<file path="src/rtl/nextpc_pkg.sv">
package nextpc_pkg;
    parameter int unsigned PC_W     = 32;
    parameter int unsigned OFS_W    = 16;
    parameter int unsigned WORD_B   = 4;
    localparam int unsigned ALIGN_W = $clog2(WORD_B);

    typedef logic [PC_W-1:0]  pc_t;
    typedef logic [OFS_W-1:0] ofs_t;

    typedef enum logic {
        SEL_SEQ    = 1'b0,
        SEL_BRANCH = 1'b1
    } pc_sel_e;

    typedef struct packed {
        pc_t pc;
    } pc_state_t;
endpackage

</file>
<file path="src/rtl/nextpc_seq_add.sv">
module nextpc_seq_add #(
    parameter int unsigned W    = 32,
    parameter int unsigned STEP = 4
) (
    input  logic [W-1:0] pc_i,
    output logic [W-1:0] seq_o
);
    localparam logic [W-1:0] STEP_V = W'(STEP);

    always_comb begin
        seq_o = pc_i + STEP_V;
    end
endmodule

</file>
<file path="src/rtl/nextpc_target_gen.sv">
module nextpc_target_gen #(
    parameter int unsigned W     = 32,
    parameter int unsigned OFS_W = 16,
    parameter int unsigned SHIFT = 2
) (
    input  logic [W-1:0]     seq_i,
    input  logic [OFS_W-1:0] ofs_i,
    output logic [W-1:0]     target_o
);
    localparam int unsigned EXT_W = W - OFS_W;

    logic [W-1:0] ofs_ext;
    logic [W-1:0] ofs_bytes;

    generate
        if (EXT_W > 0) begin : g_ext
            always_comb ofs_ext = {{EXT_W{ofs_i[OFS_W-1]}}, ofs_i};
        end else begin : g_noext
            always_comb ofs_ext = ofs_i[W-1:0];
        end
    endgenerate

    always_comb begin
        ofs_bytes = ofs_ext << SHIFT;
        target_o  = seq_i + ofs_bytes;
    end
endmodule

</file>
<file path="src/rtl/nextpc_decide.sv">
module nextpc_decide
    import nextpc_pkg::*;
(
    input  logic    br_eq_i,
    input  logic    br_ne_i,
    input  logic    zero_i,
    output pc_sel_e sel_o
);
    logic eq_hit;
    logic ne_hit;

    always_comb begin
        eq_hit = br_eq_i & zero_i;
        ne_hit = br_ne_i & ~zero_i;
        sel_o  = (eq_hit | ne_hit) ? SEL_BRANCH : SEL_SEQ;
    end
endmodule

</file>
<file path="src/rtl/nextpc_unit.sv">
module nextpc_unit
    import nextpc_pkg::*;
#(
    parameter logic [31:0] RESET_PC = 32'h0
) (
    input  logic        clk,
    input  logic        rst,
    input  logic        br_eq_i,
    input  logic        br_ne_i,
    input  logic        alu_zero_i,
    input  logic [15:0] offset_i,
    output logic [31:0] pc_o,
    output logic [31:0] pc_seq_o,
    output logic [31:0] target_o,
    output logic        taken_o
);
    pc_state_t state_d, state_q;
    pc_t       seq_w, tgt_w;
    pc_sel_e   sel_w;

    nextpc_seq_add #(.W(PC_W), .STEP(WORD_B)) u_seq (
        .pc_i  (state_q.pc),
        .seq_o (seq_w)
    );

    nextpc_target_gen #(.W(PC_W), .OFS_W(OFS_W), .SHIFT(ALIGN_W)) u_tgt (
        .seq_i    (seq_w),
        .ofs_i    (offset_i),
        .target_o (tgt_w)
    );

    nextpc_decide u_dec (
        .br_eq_i (br_eq_i),
        .br_ne_i (br_ne_i),
        .zero_i  (alu_zero_i),
        .sel_o   (sel_w)
    );

    always_comb begin
        state_d = state_q;
        if (rst) begin
            state_d.pc = RESET_PC;
        end else if (sel_w == SEL_BRANCH) begin
            state_d.pc = tgt_w;
        end else begin
            state_d.pc = seq_w;
        end
    end

    always_ff @(posedge clk) begin
        state_q <= state_d;
    end

    assign pc_o     = state_q.pc;
    assign pc_seq_o = seq_w;
    assign target_o = tgt_w;
    assign taken_o  = (sel_w == SEL_BRANCH);

    logic rst_q;
    always_ff @(posedge clk) rst_q <= rst;

    a_r1_reset_zero: assert property (@(posedge clk) rst_q |-> pc_o == RESET_PC);
    a_r2_no_strobe_seq: assert property (@(posedge clk) disable iff (rst)
        (!br_eq_i && !br_ne_i) |=> pc_o == $past(pc_seq_o));
    a_r3_taken_loads_target: assert property (@(posedge clk) disable iff (rst)
        taken_o |=> pc_o == $past(target_o));
    a_r4_eq_clear_not_taken: assert property (@(posedge clk) disable iff (rst)
        (br_eq_i && !br_ne_i && !alu_zero_i) |-> !taken_o);
    a_r5_ne_set_not_taken: assert property (@(posedge clk) disable iff (rst)
        (br_ne_i && !br_eq_i && alu_zero_i) |-> !taken_o);
    a_r7_aligned: assert property (@(posedge clk) disable iff (rst)
        rst_q == 1'b0 |-> pc_o[1:0] == 2'b00);
    a_r8_seq_ahead: assert property (@(posedge clk) disable iff (rst)
        pc_seq_o - pc_o == 32'd4);
endmodule

</file>
<file path="config.mk">
export PLATFORM = sky130hd
export DESIGN_NAME = nextpc_unit
export DESIGN_NICKNAME = d
export VERILOG_FILES = /design/src/rtl/nextpc_pkg.sv /design/src/rtl/nextpc_seq_add.sv /design/src/rtl/nextpc_target_gen.sv /design/src/rtl/nextpc_decide.sv /design/src/rtl/nextpc_unit.sv
export SDC_FILE = /design/constraint.sdc
export NUM_CORES = 1
export LEC_CHECK = 0
export BUFFER_PORTS_ARGS = -buffer_cell sky130_fd_sc_hd__buf_2
export CORE_MARGIN = 8
export CORE_UTILIZATION = 55
export DETAILED_ROUTE_END_ITERATION = 16
export GPL_TIMING_DRIVEN = 0
export PLACE_DENSITY_LB_ADDON = 0.08
export SETUP_SLACK_MARGIN = 0.02
export SLEW_MARGIN = 20
export SYNTH_ARGS = -nofsm -noshare
export SYNTH_HDL_FRONTEND = slang
export SYNTH_HIERARCHICAL = 1
export SYNTH_SLANG_ARGS = --single-unit
</file>
<file path="constraint.sdc">
create_clock -name clk -period 9.5 [get_ports clk]
set_clock_uncertainty 0.15 [all_clocks]
set_input_delay 0.95 -clock clk [delete_from_list [all_inputs] [get_ports clk]]
set_output_delay 0.95 -clock clk [all_outputs]
set_load 0.01 [all_outputs]
</file>
==> metrics.txt <==
H-tree depth=2; WHS Path Cells=3; crit-path max cell delay=0.62 ns; Setup WS pre-CTS=4.58 ns; # placed instances=605; CP Cell Sequence=ha_1, nand3_1, nor4_4, nand2_1, xnor2_1, ha_1, a21oi_1, nor3b_1, a22o_1, nand2_1, a2111oi_0, nand3b_1, buf_2; peak supply drop=186 uV; initial antenna violation count=0; post_cts resized=0; Final #Nets=589; worst-path maximum fanout=8; drt drc=0; worst slew pin tran=0.690 ns; worst r2r dst=pc_o[31]; power per cell area=254 nW/um2; critical path type=register to primary output; first-pass GRT wire length=16600 um; Finished Core Util=0.703; drt initial violations=125; WP data arrival=4.27 ns; synthesized area=3420 um2; max-cap violations=0; postcts setup bufs=0; Hold Path Sink=pc_o[0]; CP Capture Type=primary output; hold buffer count at cts=0; Syn-to-layout area delta=22.4%; flops & latches, synth=32; # IOs=118; sequential share of the synthesized area=0.187; CTS Sinks=32; share of synthesized flip-flops with an asynchronous set or reset=0; syn_area_per_cell=8.28 um2; top cells by area, synth=dfxtp_1, ha_1, xnor2_1; Longest Clk Path Bufs=2; CTS tree=yes; Layout Cells excl Fill=613; fin. max-slew vios=0; R2R depth=14; total gr overflow=0; DPL Wire Length=8600 um; WL/cell=17.1 um; Final Critical Period=5.37 ns; CTS Root Cell=clkbuf_8; fmax=186 MHz; worst min-delay path class=register to register; Die Area=9000 um2; DRT antenna net count=0; largest net degree at the start of global routing=16; iteration count of the initial detailed-routing pass=4; routed via count=3549; crit share post-route=0.566; hold path startpoint=pc_o[0]; via density per instance=5.79; status=completed; die outline width=94.9 um; Leakage=0.00208 uW; RSZ-0062 raised after global routing=false; row count=28; max FFs per register=32; reg-to-reg startpoint=pc_o[2]; Synth Warn #=6; worst skew pair latency=0.29 ns; most frequent cells after synthesis=nor2_1, xnor2_1, nand2_1; Post-Route Setup TNS=0 ns; initial core utilization=0.574; Net Count, Synth=465; Hold WS=0.450 ns; Crit path required time=8.40 ns; worst setup margin=4.13 ns; CTS Buf Count=5; vias in the first global route=3498; Global Route Usage Sum=0.229; Top FF cell, synth=dfxtp_1; cell with the most instances after synthesis=nor2_1; crit path from=pc_o[2]; drt total wl=10500 um; post-synth top area share=0.187; IO Port Bufs=117; crit start category=register; R2R Setup Slk=5.28 ns; Clk pin slew, worst setup/hold paths=0.08 ns; Setup Viol. Count Final=0; share of cells above drive strength 1=0.292; global placement routability congestion=0.911; core area=5960 um2; final hold vios=0; Die H=94.9 um; EDFF count, synth=0; dominant cell type by area after synthesis=dfxtp_1; n_diodes=0; CP max-delay cell=nor4_4; Slew headroom=0.536; Synth cell types=62; cell count after synthesis=413
[worst max path at each step]
stage                         endpoint  slack (ns)
after floorplan           target_o[31]        5.28
after global placement    target_o[31]        4.61
after detailed placement  target_o[31]        4.58
after CTS                 target_o[31]        4.23
after global routing      target_o[31]        3.89
final                     target_o[31]        4.13
[stage by stage]
stage | instance area (um2) | total power [uW]
floorplan | 3420 | 704
CTS | 4190 | 1060
global placement | 4100 | 943
detailed placement | 4100 | 952
global route | 4190 | 1140
finish | 4190 | 1060
[cell type report]
cell class,count,area (um2)
plain buffers,15,130
clock buffers,5,68.8
clock inverters,3,18.8
fillers,511,1770
inverters,11,41.3
multi-input cells,355,2610
flip-flops and latches,32,641
well taps,75,93.8
repair buffers,117,586
[report_power, final]
part	internal, uW	total, uW	switching (uW)
Sequential	169	215	45.9
Clock	51.1	107	56.3
Combinational	305	739	434
Total	525	1060	536
[worst max-delay path: cells and delay by family (launching register included)]
kind | cells | cell delay, ns
buffers and inverters | 1 | 0.15
DFF | 1 | 0.41
adders and majority gates | 2 | 0.60
xor gates and xnor gates | 1 | 0.37
and+or+nand+nor | 6 | 1.58
AOI/OAI and AO/OA | 3 | 0.86
[layout by cell type (no fill, tap or decap), types with 2 or more instances in the layout]
cell and instances:
a211oi_1 3, nor2b_1 3, clkbuf_1 5, clkbuf_8 5, or2_2 2, a21oi_2 4, nor2_1 53, mux2i_1 32
a311oi_1 2, a21o_1 7, nand2_1 35, xor2_1 15, o21ai_1 4, xnor2_1 39, a21oi_1 29, o221ai_1 2
o21ai_0 13, ha_1 30, o21a_1 4, nor4_4 2, inv_1 11, nor3_1 5, nand4_1 15, a31oi_1 2
and3_1 5, nand3_1 10, buf_2 119, buf_12 3, dfxtp_1 32, o21bai_1 6, buf_4 4, clkinv_2 2
nand4b_1 2, or3_1 2
[per-layer routing]
metal | track usage | up-vias | wire [um]
met1 | 0.284 | 1684 | 4670
li1 | - | 1735 | -
met2 | 0.395 | 122 | 4990
met4 | 0.0611 | 0 | 81
met5 | 0 | - | 0
met3 | 0.0405 | 8 | 765
[cells by family after synthesis]
| kind of cell | count (synthesis) | synth area share |
|---|---|---|
| buf+inv | 26 | 0.0501 |
| mux | 33 | 0.0981 |
| compound gates | 93 | 0.199 |
| flops | 32 | 0.187 |
| xor+xnor | 54 | 0.138 |
| simple gates | 144 | 0.211 |
| fa+ha+maj | 31 | 0.116 |
Note: power is estimated with default switching activity, not from simulation.
